[src/rtl/bus_strobe_pkg.sv]
package bus_strobe_pkg;
  typedef enum logic [2:0] {
    ST_IDLE = 3'd0,
    ST_ADDR = 3'd1,
    ST_DATA = 3'd2,
    ST_WAIT = 3'd3,
    ST_END  = 3'd4
  } phase_e;

  localparam int unsigned NUM_KINDS = 4;
  localparam logic [1:0] KIND_MEM_RD = 2'b00;
  localparam logic [1:0] KIND_MEM_WR = 2'b01;
  localparam logic [1:0] KIND_IO_RD  = 2'b10;
  localparam logic [1:0] KIND_IO_WR  = 2'b11;
endpackage

[src/rtl/bus_strobe_fsm.sv]
module bus_strobe_fsm
  import bus_strobe_pkg::*;
#(
  parameter int unsigned ADDR_W = 16
) (
  input  logic              clk_i,
  input  logic              rst_ni,
  input  logic              req_i,
  input  logic              grant_i,
  input  logic [1:0]        kind_i,
  input  logic [ADDR_W-1:0] addr_i,
  input  logic              rdy_i,
  output phase_e            phase_o,
  output logic [1:0]        kind_o,
  output logic [ADDR_W-1:0] addr_o
);
  phase_e phase_q, phase_d;
  logic [1:0]        kind_q;
  logic [ADDR_W-1:0] addr_q;
  logic              start;

  assign start = (phase_q == ST_IDLE) && req_i && grant_i;

  always_comb begin
    phase_d = phase_q;
    unique case (phase_q)
      ST_IDLE: if (start) phase_d = ST_ADDR;
      ST_ADDR: phase_d = ST_DATA;
      ST_DATA: phase_d = ST_WAIT;
      ST_WAIT: if (rdy_i) phase_d = ST_END;
      ST_END:  phase_d = ST_IDLE;
      default: phase_d = ST_IDLE;
    endcase
  end

  always_ff @(posedge clk_i or negedge rst_ni) begin
    if (!rst_ni) begin
      phase_q <= ST_IDLE;
      kind_q  <= '0;
      addr_q  <= '0;
    end else begin
      phase_q <= phase_d;
      if (start) begin
        kind_q <= kind_i;
        addr_q <= addr_i;
      end
    end
  end

  assign phase_o = phase_q;
  assign kind_o  = kind_q;
  assign addr_o  = addr_q;
endmodule

[src/rtl/bus_strobe_decode.sv]
module bus_strobe_decode
  import bus_strobe_pkg::*;
#(
  parameter int unsigned  ADDR_W    = 16,
  parameter logic [ADDR_W-1:0] ACK_ADDR = 16'h1000
) (
  input  phase_e            phase_i,
  input  logic [1:0]        kind_i,
  input  logic [ADDR_W-1:0] addr_i,
  output logic              astb_o,
  output logic              dstb_no,
  output logic [NUM_KINDS-1:0] rw_no,
  output logic              inta_no
);
  logic data_act;

  assign data_act = (phase_i == ST_DATA) || (phase_i == ST_WAIT);
  assign astb_o   = (phase_i == ST_ADDR);
  assign dstb_no  = !data_act;

  for (genvar g = 0; g < NUM_KINDS; g++) begin : g_rw
    assign rw_no[g] = !(data_act && (kind_i == 2'(g)));
  end

  assign inta_no = !(data_act && (kind_i == KIND_IO_WR) && (addr_i == ACK_ADDR));
endmodule

[src/rtl/bus_strobe_drive.sv]
module bus_strobe_drive (
  input  logic grant_i,
  input  logic strb_en_ni,
  input  logic float_addr_en_i,
  input  logic float_strb_en_i,
  input  logic page_rdy_i,
  input  logic ext_rdy_ovr_i,
  output logic astb_oe_o,
  output logic dstb_oe_o,
  output logic addr_oe_o,
  output logic rw_oe_o,
  output logic rdy_o
);
  assign astb_oe_o = grant_i;
  assign dstb_oe_o = grant_i;
  // pin floats outputs only where the control bit permits
  assign addr_oe_o = !(strb_en_ni && float_addr_en_i);
  assign rw_oe_o   = !(strb_en_ni && float_strb_en_i);
  assign rdy_o     = page_rdy_i && !ext_rdy_ovr_i;
endmodule

[src/rtl/bus_strobe_gen.sv]
module bus_strobe_gen
  import bus_strobe_pkg::*;
#(
  parameter int unsigned       ADDR_W   = 16,
  parameter logic [ADDR_W-1:0] ACK_ADDR = 16'h1000
) (
  input  logic              clk_i,
  input  logic              rst_ni,
  input  logic              req_i,
  input  logic [1:0]        kind_i,
  input  logic [ADDR_W-1:0] addr_i,
  input  logic              grant_i,
  input  logic              strb_en_ni,
  input  logic              float_addr_en_i,
  input  logic              float_strb_en_i,
  input  logic              page_rdy_i,
  input  logic              ext_rdy_ovr_i,
  output logic [ADDR_W-1:0] addr_o,
  output logic              addr_oe_o,
  output logic              astb_o,
  output logic              astb_oe_o,
  output logic              dstb_no,
  output logic              dstb_oe_o,
  output logic              mem_rd_no,
  output logic              mem_wr_no,
  output logic              io_rd_no,
  output logic              io_wr_no,
  output logic              rw_oe_o,
  output logic              inta_no,
  output logic              rdy_o
);
  phase_e            phase;
  logic [1:0]        kind_q;
  logic [NUM_KINDS-1:0] rw_n;
  logic              rdy;

  bus_strobe_drive u_drive (
    .grant_i         (grant_i),
    .strb_en_ni      (strb_en_ni),
    .float_addr_en_i (float_addr_en_i),
    .float_strb_en_i (float_strb_en_i),
    .page_rdy_i      (page_rdy_i),
    .ext_rdy_ovr_i   (ext_rdy_ovr_i),
    .astb_oe_o       (astb_oe_o),
    .dstb_oe_o       (dstb_oe_o),
    .addr_oe_o       (addr_oe_o),
    .rw_oe_o         (rw_oe_o),
    .rdy_o           (rdy)
  );

  bus_strobe_fsm #(.ADDR_W(ADDR_W)) u_fsm (
    .clk_i   (clk_i),
    .rst_ni  (rst_ni),
    .req_i   (req_i),
    .grant_i (grant_i),
    .kind_i  (kind_i),
    .addr_i  (addr_i),
    .rdy_i   (rdy),
    .phase_o (phase),
    .kind_o  (kind_q),
    .addr_o  (addr_o)
  );

  bus_strobe_decode #(.ADDR_W(ADDR_W), .ACK_ADDR(ACK_ADDR)) u_dec (
    .phase_i (phase),
    .kind_i  (kind_q),
    .addr_i  (addr_o),
    .astb_o  (astb_o),
    .dstb_no (dstb_no),
    .rw_no   (rw_n),
    .inta_no (inta_no)
  );

  assign mem_rd_no = rw_n[KIND_MEM_RD];
  assign mem_wr_no = rw_n[KIND_MEM_WR];
  assign io_rd_no  = rw_n[KIND_IO_RD];
  assign io_wr_no  = rw_n[KIND_IO_WR];
  assign rdy_o     = rdy;
endmodule

[config.mk]
export PLATFORM = sky130hd
export DESIGN_NAME = bus_strobe_gen
export DESIGN_NICKNAME = d
export VERILOG_FILES = /design/src/rtl/bus_strobe_pkg.sv /design/src/rtl/bus_strobe_fsm.sv /design/src/rtl/bus_strobe_decode.sv /design/src/rtl/bus_strobe_drive.sv /design/src/rtl/bus_strobe_gen.sv
export SDC_FILE = /design/constraint.sdc
export NUM_CORES = 1
export LEC_CHECK = 0
export BUFFER_PORTS_ARGS = -buffer_cell sky130_fd_sc_hd__buf_2
export CAP_MARGIN = 25
export CORE_UTILIZATION = 42
export DETAILED_ROUTE_END_ITERATION = 8
export HOLD_SLACK_MARGIN = 0.03
export PLACE_DENSITY = 0.77
export RECOVER_POWER = 100
export SETUP_SLACK_MARGIN = 0.05
export SYNTH_ARGS = -nofsm -noshare
export SYNTH_HDL_FRONTEND = slang
export SYNTH_HIERARCHICAL = 1
export SYNTH_SLANG_ARGS = --single-unit
[constraint.sdc]
create_clock -name clk_i -period 2 [get_ports clk_i]
set_clock_uncertainty 0.1 [all_clocks]
set_input_delay 0.2 -clock clk_i [delete_from_list [all_inputs] [get_ports clk_i]]
set_output_delay 0.2 -clock clk_i [all_outputs]
set_load 0.02 [all_outputs]
; ---- After elaboration in Yosys (flattened, before gate mapping)
; Index checks and enable logic that the tools add are counted.
[word_totals]
output_inout_bits = 28
in_bits = 27
reg_bits = 21
[op_classes]
eq_ne = 9
n_reduce_logical = 23
muxes = 3
[op_table]
columns = operator, count
row1 = "equality test 16 x 13 -> 1 bit, second input constant", 1
row2 = case mux 3 bit (4 select lines), 1
row3 = logical AND 1 bit, 10
row4 = logical NOT 1 bit, 9
row5 = "equality test 3 x 2 -> 1 bit, second input constant", 2
row6 = 2-to-1 mux 3 bit, 2
row7 = "equality test 2 bit, second input constant", 2
row8 = "equality test 3 x 1 -> 1 bit, second input constant", 1
row9 = logical NOT 3 bit, 1
row10 = "equality test 2 x 1 -> 1 bit, second input constant", 1
row11 = logical NOT 2 bit, 1
row12 = "inequality test 2 x 1 -> 1 bit, second input constant", 1
row13 = "inequality test 2 bit, second input constant", 1
row14 = AND reduction 2 bit, 1
row15 = logical OR 1 bit, 1

; ---- Logic depth before layout (Yosys ltp)
; Gate-level depths: netlist of run 1.
[logic_depth]
ltp_word = 5
mapped_depth = 4

; ---- Modules after synthesis
; The synthesis of run 1 kept the hierarchy.
[by_module_without_submodules]
columns = mod, seq_area_each_um2, area_each_um2, n_inst, cells_per_inst
row1 = bus_strobe_fsm, 525.5, 805.8, 1, 50
row2 = bus_strobe_decode, 0.0, 116.4, 1, 14
row3 = bus_strobe_drive, 0.0, 36.3, 1, 5

; ---- Worst setup path before layout of run 1
; Ideal clock, no wire load.
[synth_timing]
path_kind = register to register
from = reg u_fsm.phase_q[1], in the netlist u_fsm/phase_o[1]
to = reg u_fsm.addr_q[0], in the netlist u_fsm/addr_o[0]
stages_incl_launch_ff = 4
setup_slack_ns = 0.305
setup_ns = 0.125
t_arrival_ns = 1.471
t_required_ns = 1.775
synth_period_minus_slack_ns = 1.695
cell_sequence = dfrtp_1 > nor4_4 > buf_6 > mux2_2
[synth_via]
elab_chain_len = 3
[synth_lines]
columns = item, line
row1 = start: declaration, bus_strobe_fsm.sv:17  ; phase_e phase_q, phase_d;
row2 = start signal: assignment, bus_strobe_fsm.sv:42  ; phase_q <= phase_d;
row3 = logical NOT 3 bit, bus_strobe_fsm.sv:22  ; assign start = (phase_q == ST_IDLE) && req_i && grant_i;
row4 = logical AND 1 bit (2 in series), bus_strobe_fsm.sv:22
row5 = end signal: assignment, bus_strobe_fsm.sv:45  ; addr_q <= addr_i;
row6 = end: declaration, bus_strobe_fsm.sv:19  ; logic [ADDR_W-1:0] addr_q;
; Every way passes these cells.
; A chain may end at the register's enable or synchronous reset.

; ---- Worst setup path after layout of run 1
[layout_timing]
from = reg u_fsm.addr_q[10], in the netlist u_fsm/addr_o[10]
to = out inta_no
[layout_via]
elab_chain_len = 3
[layout_lines]
columns = item, line
row1 = equality test 16 x 13 -> 1 bit, bus_strobe_decode.sv:25  ; assign inta_no = !(data_act && (kind_i == KIND_IO_WR) && (addr_i == ACK_ADDR));
row2 = logical AND 1 bit, bus_strobe_decode.sv:25
row3 = logical NOT 1 bit, bus_strobe_decode.sv:25
row4 = end: declaration, bus_strobe_gen.sv:29  ; output logic inta_no,
; Every way passes these cells.

==> impl_metrics.ini, run 1 <==
[sta]
fin_ws_ns = 0.129
drv_slew = 0
tns_ns = 0
tightest_slew_ns = 1.10
rsz0062_at_grt = yes
finalCritPeriodShare = 0.935
min_period_ns = 1.87
timing.slew.headroom = 0.266
hold-worst-slack_ns = 0.0424
setup_viol = 0
max_freq_mhz = 534
finalHoldViolCount = 0

[floorplanning]
pin_count = 55
dieWidth_um = 49.8
initial_core_util = 0.465
fp.coreArea_um2 = 2060
die_h_um = 49.8
num_rows = 16
die-area_um2 = 2480

[global_route]
grt_first_pass_wirelength_mm = 3.58
grt_max_degree = 22
grt_overflow = 0
antenna_found_initial = 0
grt_usage = 0.195
grt_pass1_vias = 794

[yosys]
synth_fp_nets = 96
yosysWarnings = 6
syn_area_per_cell_um2 = 13.9
ys_seq_elements = 21
synth_ff_type = dfrtp_1
synthArstFlopShare = 1.00
syn-cell-area_um2 = 958
synth_enable_flop_cells = 0
ys_seq_area_frac = 0.548
synth_cell_type_count = 21
syn_inst = 69

[final_layout]
fin_nets = 171
layout-drive-gt1-share = 0.399
num_antenna_cells = 0
syn2layout_area_growth_pct = 46.1
utilization = 0.679

[setup_path]
crit_type = flop to output pin
reg2reg_slack_ns = 0.22
critPathArrivalTime_ns = 1.57
critPathMaxStageDelay_ns = 0.42
worst-path-max-fanout = 3
endpoint_kind = output pin
startpoint = u_fsm/addr_o[10]
reg2reg_from = u_fsm/phase_o[1]
cp_slowest_cell = dfrtp_1
cp.required_ns = 1.70
crit_chain = nor4_2 -> nand4_1 -> or2_1 -> clkbuf_2
startpoint_type = flop

[routing]
drt-vias-per-instance = 4.86
wl_per_cell_um = 12.6
drtIter0Drc = 3
routed_wl_mm = 2.14
via_count = 826
drt-pass1-iter-count = 2
ant_nets = 0
drc = 0

[flow_run]
cap_violations = 0

[placed_design]
numPortBuffers = 54
gp_congestion = 0.702
place_ws_ns = 0.402
post-dp-hpwl_mm = 1.46

[pwr]
peakVddDrop_mv = 0.788
p_total_w = 0.00187
leakage_nw = 0.629
power_density_nw_per_um2 = 1340

[clock_tree]
cts_max_path_buffers = 2
clock_latency_ns = 0.29
h-tree-depth = 1
cts_tree = built
cts_root_buf = clkbuf_4
cts.sinks = 21
cts_buffers = 3
clk_pin_slew_ns = 0.11
postCtsSetupRepairBufs = 0

[outcome]
outcome = finished, final reports clean

[hold_path]
hp-start = kind_i[1]
holdCritPathClass = input port to flop
state kept, by name (all words and copies together) (netlist names):
name           cells
u_fsm/addr_o      16
u_fsm/kind_o       2
u_fsm/phase_o      3
worst max-delay path, delay by kind of cell, from the launching register on:
family | cells | cell delay (ns)
AND/OR/NAND/NOR | 3 | 0.70
flip-flops | 1 | 0.42
buffers and inverters | 1 | 0.15
per-layer routing:
metal  share of wire  GRT usage  up-vias
li1                -          -      392
met1            0.41      0.234      401
met2            0.53      0.349       31
met3           0.050     0.0278        2
met4          0.0066     0.0714        0
met5               0          0        -
where the power goes:
group	switching [W]	internal, W
Sequential	0.000209	0.000624
Combinational	0.000489	0.000357
Clock	0.000119	0.0000744
placed cells by master (no fill, tap or decap):
cell	instances
or3_1	1
o22ai_1	1
or2_1	1
dlygate4sd3_1	18
clkbuf_2	2
nand2_1	4
mux2_2	18
nor2_1	3
nor4_2	3
nor3b_1	2
inv_2	1
nor2b_1	1
nand4_1	1
buf_2	26
nor4b_2	1
clkbuf_1	27
nor4_1	1
clkbuf_4	3
inv_1	1
nand3b_1	1
nor2b_4	2
clkinv_2	1
a21oi_1	1
nand3_1	2
dfrtp_1	21
what timing repair did:
| action | in CTS | in global routing |
|---|---|---|
| hold endpoints to repair | 36 | 2 |
| hold buffers | 16 | 2 |
| gates resized for setup | 0 | 0 |
| endpoints found under the setup margin | 0 | 1 |
cells in the mapped netlist, types with 2 or more instances:
master,count,area (µm²)
nand2_1,4,15.0
nor2_1,3,11.3
nor2b_4,2,27.5
nor4_2,3,37.5
nor3b_1,2,15.0
dfrtp_1,21,526
mux2_2,18,203
buf_4,2,15.0
nand3_1,2,10.0
through the flow:
step	instance area [µm²]	std cells
floorplan	958	69
global placement	1240	148
detailed placement	1240	148
CTS	1430	168
global route	1400	170
finish	1400	170
cells by family (layout without fill, tap and decap cells):
| logic type | Yosys count | after routing | synth area share |
|---|---|---|---|
| simple gates | 23 | 23 | 0.193 |
| flops | 21 | 21 | 0.548 |
| mux | 18 | 18 | 0.211 |
| buf+inv | 5 | 79 | 0.0352 |
| compound gates | 2 | 2 | 0.0117 |
layout make-up:
class                      instances  area (µm²)
multi-input combinational         43         384
timing repair buffer              73         422
fill                             174         662
tap                               27        33.8
clock buffer                       3        22.5
inverter                           2        7.51
sequential                        21         526
clock inverter                     1        5.00
final timing paths:
check | end | depth (start not counted)
max | inta_no | 4
min | u_fsm/kind_o[1] | 2
max in group asynchronous | u_fsm/phase_o[0] | 2
min reg2reg | u_fsm/addr_o[12] | 1
max reg2reg | u_fsm/addr_o[14] | 3
min in group asynchronous | u_fsm/addr_o[7] | 2
(Power assumes the default switching activity.)
==> run 2, diff against run 1 <==
==> constraint.sdc (replaced) <==
create_clock -name clk_i -period 1.97 [get_ports clk_i]
set_clock_uncertainty 0.1 [all_clocks]
set_input_delay 0.197 -clock clk_i [delete_from_list [all_inputs] [get_ports clk_i]]
set_output_delay 0.197 -clock clk_i [all_outputs]
set_load 0.02 [all_outputs]
==> run 2 against run 1 <==
  * Sequential power grew 1%
  * Global-route usage stayed put
  * Hold slack improved by 0.075 ns
  * Core utilization grew 0.55 points
  * Design area rose by 0.80%
  * Wire length hardly changed
  * Cell count increased by 0.59%
  * Register-to-register slack worse by 0.03 ns
  * Clock power hardly changed
  * Critical path type unchanged
  * Critical endpoint unchanged
==> impl_metrics.ini, run 2 (synthesis gave the netlist of run 1 again) <==
[sta]
timing.slew.headroom = 0.266
fin_ws_ns = 0.106
rsz0062_at_grt = yes
finalHoldViolCount = 0
drv_slew = 0
finalCritPeriodShare = 0.946
tightest_slew_ns = 1.10
setup_viol = 0
hold-worst-slack_ns = 0.118
max_freq_mhz = 536
min_period_ns = 1.86
tns_ns = 0

[setup_path]
ff2ff_path_depth = 3
reg2reg_to = u_fsm/addr_o[14]
cp.required_ns = 1.67
critPathArrivalTime_ns = 1.57
reg2reg_slack_ns = 0.19
startpoint_type = flop
crit_type = flop to output pin
endpoint_kind = output pin
worst-path-max-fanout = 3
reg2reg_from = u_fsm/phase_o[1]

[routing]
ant_nets = 0
drc = 0
wl_per_cell_um = 12.5
via_count = 830
drt-pass1-iter-count = 2
routed_wl_mm = 2.14
drtIter0Drc = 3
drt-vias-per-instance = 4.85

[global_route]
grt_overflow = 0
grt_pass1_vias = 800
antenna_found_initial = 0
grt_max_degree = 22
grt_first_pass_wirelength_mm = 3.59
grt_usage = 0.195

[final_layout]
syn2layout_area_growth_pct = 47.3
final_common_cell = buf_2
layout-drive-gt1-share = 0.403
num_antenna_cells = 0
largest_reg_flops = 16
fin_nets = 172
final_cell_mix = buf_2, clkbuf_1, dfrtp_1

[hold_path]
holdCritPathClass = input port to flop
hold_depth = 4
min_delay_worst_endpoint = u_fsm/phase_o[2]
hp-start = ext_rdy_ovr_i

[floorplanning]
die-area_um2 = 2480
num_rows = 16
dieWidth_um = 49.8
pin_count = 55
fp.coreArea_um2 = 2060
die_h_um = 49.8
initial_core_util = 0.465

[clock_tree]
cts_tree = built
cts_max_path_buffers = 2
postCtsSetupRepairBufs = 0
clock_latency_ns = 0.29
cts_resized = 0
cts.sinks = 21
cts_root_buf = clkbuf_4
cts_buffers = 3
h-tree-depth = 1
clk_pin_slew_ns = 0.11

[placed_design]
gp_congestion = 0.702
post-dp-hpwl_mm = 1.46
place_ws_ns = 0.372
numPortBuffers = 54

[pwr]
power_density_nw_per_um2 = 1350
peakVddDrop_mv = 0.803
p_total_w = 0.00190
leakage_nw = 0.635

[flow_run]
cap_violations = 0

[outcome]
outcome = finished, final reports clean
run 2: cell count changes in the layout (fill, tap and decap cells not counted), sizes merged:
cell and change:
buf +2, clkbuf -2, dlygate4sd3 +1
run 2: per-layer routing:
layer | wire [µm] | vias to the layer above | GRT usage
met5 | 0 | - | 0
met4 | 14 | 0 | 0.0714
met3 | 106 | 2 | 0.0278
met2 | 1130 | 31 | 0.349
met1 | 882 | 403 | 0.234
li1 | - | 394 | -
run 2: final cells by class:
type | instances | area (µm²)
Fill cell | 170 | 651
Sequential cell | 21 | 526
Timing Repair Buffer | 74 | 433
Multi-Input combinational cell | 43 | 384
Tap cell | 27 | 33.8
Clock buffer | 3 | 22.5
Inverter | 2 | 7.51
Clock inverter | 1 | 5.00
run 2: where the power goes:
| group | switching (W) | leakage (nW) | internal, W |
|---|---|---|---|
| clock | 0.000121 | 0.0177 | 0.0000755 |
| sequential | 0.000212 | 0.255 | 0.000633 |
| combinational | 0.000496 | 0.362 | 0.000367 |
run 2: what timing repair did:
action	4_1_cts	5_1_grt
setup endpoints to repair	0	1
hold buffers	18	1
hold endpoints to repair	38	1
run 2: through the flow:
step / cells / utilization / instance area, µm²
floorplan: 69 / - / 958
global placement: 148 / 0.603 / 1240
detailed placement: 148 / 0.603 / 1240
CTS: 170 / 0.704 / 1450
global route: 171 / 0.684 / 1410
finish: 171 / 0.684 / 1410
run 2: worst max-delay path: stages, from the launching register on:
cell and delay [ns]:
dfrtp_1 0.42, nor4_2 0.31, nand4_1 0.16, or2_1 0.23, buf_2 0.15
run 2: worst max path at each step:
stage,from,endpoint,slack (ns),cells after the start
floorplan,u_fsm/phase_o[1],u_fsm/addr_o[0],0.27,3
global placement,u_fsm/phase_o[1],u_fsm/addr_o[5],0.41,3
detailed placement,u_fsm/phase_o[1],u_fsm/addr_o[14],0.37,3
CTS,u_fsm/addr_o[1],inta_no,0.11,4
global route,u_fsm/addr_o[10],inta_no,0.004,4
finish,u_fsm/addr_o[10],inta_no,0.11,4
==> run 3, diff against run 2 <==
--- a/config.mk
+++ b/config.mk
@@ -5,12 +5,13 @@
 export SDC_FILE = /design/constraint.sdc
 export NUM_CORES = 1
 export LEC_CHECK = 0
+export ABC_AREA = 1
 export BUFFER_PORTS_ARGS = -buffer_cell sky130_fd_sc_hd__buf_2
 export CAP_MARGIN = 25
-export CORE_UTILIZATION = 42
+export CORE_UTILIZATION = 44
 export DETAILED_ROUTE_END_ITERATION = 8
 export HOLD_SLACK_MARGIN = 0.03
-export PLACE_DENSITY = 0.77
+export PLACE_DENSITY = 0.78
 export RECOVER_POWER = 100
 export SETUP_SLACK_MARGIN = 0.05
 export SYNTH_ARGS = -nofsm -noshare
==> constraint.sdc (replaced) <==
create_clock -name clk_i -period 1.97 [get_ports clk_i]
set_clock_uncertainty 0.1 [all_clocks]
set_input_delay 0.197 -clock clk_i [delete_from_list [all_inputs] [get_ports clk_i]]
set_output_delay 0.197 -clock clk_i [all_outputs]
set_load 0.01 [all_outputs]
==> run 3 against run 2 <==
  * Hold slack got worse by 0.083 ns
  * Clock-buffer cell count rose by 1
  * Maximum frequency rose by 14%
  * Synthesized cell count rose by 94%
  * Critical path type is now flop to flop
==> impl_metrics.ini, run 3 <==
[setup_path]
critPathArrivalTime_ns = 1.72
path_buf_inv = 0
startpoint = u_fsm/phase_o[0]
path_delay_family = simple AND/OR/NAND/NOR gates
crit_chain = nor2_4 -> nand3_1 -> nand2_1 -> nand2_1
worst-path-max-fanout = 18
reg2reg_from = u_fsm/phase_o[0]
startpoint_type = flop
critPathMaxStageDelay_ns = 0.48
endpoint_kind = flop
crit_type = flop to flop
cp_slowest_cell = nand3_1
cp.required_ns = 2.05
crit_path_frequent_cell = nand2_1

[floorplanning]
dieWidth_um = 51.4
die_h_um = 51.4
pin_count = 55
initial_core_util = 0.476
die-area_um2 = 2640
num_rows = 17
fp.coreArea_um2 = 2250

[yosys]
ys_seq_elements = 21
synth_ff_type = dfrtp_1
synth.area.top_cells = dfrtp_1, nand2_1, nand3_1
syn-cell-area_um2 = 1070
post-synth-top-area-cell = dfrtp_1
syn_area_per_cell_um2 = 8.00
synth_common_cells = nand2_1, nand3_1, dfrtp_1
ys_seq_area_frac = 0.490
syn_inst = 134
synth_enable_flop_cells = 0
yosysTopAreaCellShare = 0.490
synth_cell_type_count = 20
synthArstFlopShare = 1.00
yosysWarnings = 6
synth.most_common_cell = nand2_1
synth_fp_nets = 161

[flow_run]
cap_violations = 0

[sta]
rsz0062_at_grt = no
max_freq_mhz = 612
timing.slew.headroom = 0.282
tightest_slew_ns = 1.08
min_period_ns = 1.63
tns_ns = 0
finalCritPeriodShare = 0.829
setup_viol = 0
finalHoldViolCount = 0
drv_slew = 0

[final_layout]
final_cell_mix = nand2_1, clkbuf_1, buf_2, nand3_1, dfrtp_1
seq_area_um2 = 526
final_common_cell = nand2_1
layout-drive-gt1-share = 0.180
num_antenna_cells = 0
syn2layout_area_growth_pct = 33.0
largest_reg_flops = 16
multi_input_area_um2 = 409
fin_nets = 228
fill_cells = 221

[clock_tree]
cts_resized = 0
clk_pin_slew_ns = 0.11
postCtsSetupRepairBufs = 0
cts_root_buf = clkbuf_4
cts_max_path_buffers = 2
cts.sinks = 21
h-tree-depth = 1
clock_latency_ns = 0.29
cts_tree = built
cts_buffers = 3

[global_route]
grt_overflow = 0
grt_usage = 0.212
grt_max_degree = 22
grt_first_pass_wirelength_mm = 4.21
antenna_found_initial = 0
grt_pass1_vias = 1012

[hold_path]
holdCritPathClass = input port to flop
hp-start = addr_i[10]

[outcome]
outcome = finished, final reports clean

[routing]
drtIter0Drc = 20
drt-vias-per-instance = 4.89
via_count = 1116
ant_nets = 0
wl_per_cell_um = 11.3
drt-pass1-iter-count = 4
drc = 0
routed_wl_mm = 2.58

[pwr]
peakVddDrop_mv = 0.711
leakage_nw = 0.754
p_total_w = 0.00186
power_density_nw_per_um2 = 1300

[placed_design]
post-dp-hpwl_mm = 1.85
numPortBuffers = 54
gp_congestion = 0.711
[run 3: metal layers]
layer  up-vias  track usage  part of all wire
met1       514        0.267              0.43
met5         -            0                 0
met3         4       0.0357             0.069
met4         0       0.0811            0.0089
met2        50        0.361              0.49
li1        548            -                 -
[run 3: logic make-up after synthesis]
family          after synthesis  synth area share
compound gates                1           0.00466
simple gates                 92             0.391
flops                        21             0.490
buf+inv                      20             0.114
[run 3: worst reg2reg max path, stage by stage, from the launching register on]
cell and delay [ns]:
dfrtp_1 0.46, nor2_4 0.16, nand3_1 0.48, nand2_1 0.25, nand2_1 0.07
[run 3: where the power goes]
group | total [W] | internal, W | switching (W) | leakage (nW)
Sequential | 0.000819 | 0.000626 | 0.000193 | 0.262
Clock | 0.000194 | 0.0000785 | 0.000115 | 0.0150
Combinational | 0.000847 | 0.000316 | 0.000531 | 0.478
Total | 0.00186 | 0.00102 | 0.000839 | 0.754
[run 3: metrics by stage]
step | instance area [µm²] | worst slack [ns] | std cells | utilization | hold WS (ns)
finish | 1430 | 0.337 | 228 | 0.633 | 0.0350
CTS | 1450 | 0.376 | 225 | 0.642 | 0.0308
global route | 1430 | 0.163 | 228 | 0.633 | 0.0322
global placement | 1310 | 0.716 | 210 | 0.581 | 0.0668
detailed placement | 1310 | 0.677 | 210 | 0.581 | 0.0730
floorplan | 1070 | 0.798 | 134 | - | -0.199
[run 3: path summary, 6_finish.rpt]
check	to	cells past startpoint	slack [ns]
hold reg to reg	u_fsm/addr_o[3]	2	0.43
setup / recovery	u_fsm/addr_o[1]	4	0.34
min in group asynchronous	u_fsm/phase_o[1]	2	0.52
max in group asynchronous	u_fsm/addr_o[2]	2	0.61
setup reg to reg	u_fsm/addr_o[1]	4	0.34
hold / removal	u_fsm/addr_o[10]	3	0.04
[run 3: area by class of cell]
| cell class | count | share of cell area |
|---|---|---|
| Multi-Input combinational cell | 93 | 0.287 |
| Inverter | 14 | 0.0386 |
| Timing Repair Buffer | 68 | 0.263 |
| Clock buffer | 4 | 0.0184 |
| Tap cell | 28 | 0.0246 |
| Sequential cell | 21 | 0.368 |
[run 3: timing repair]
| action | in CTS | in global routing |
|---|---|---|
| hold buffers | 11 | 3 |
| endpoints found under the hold margin | 31 | 3 |
| setup endpoints to repair | 0 | 0 |
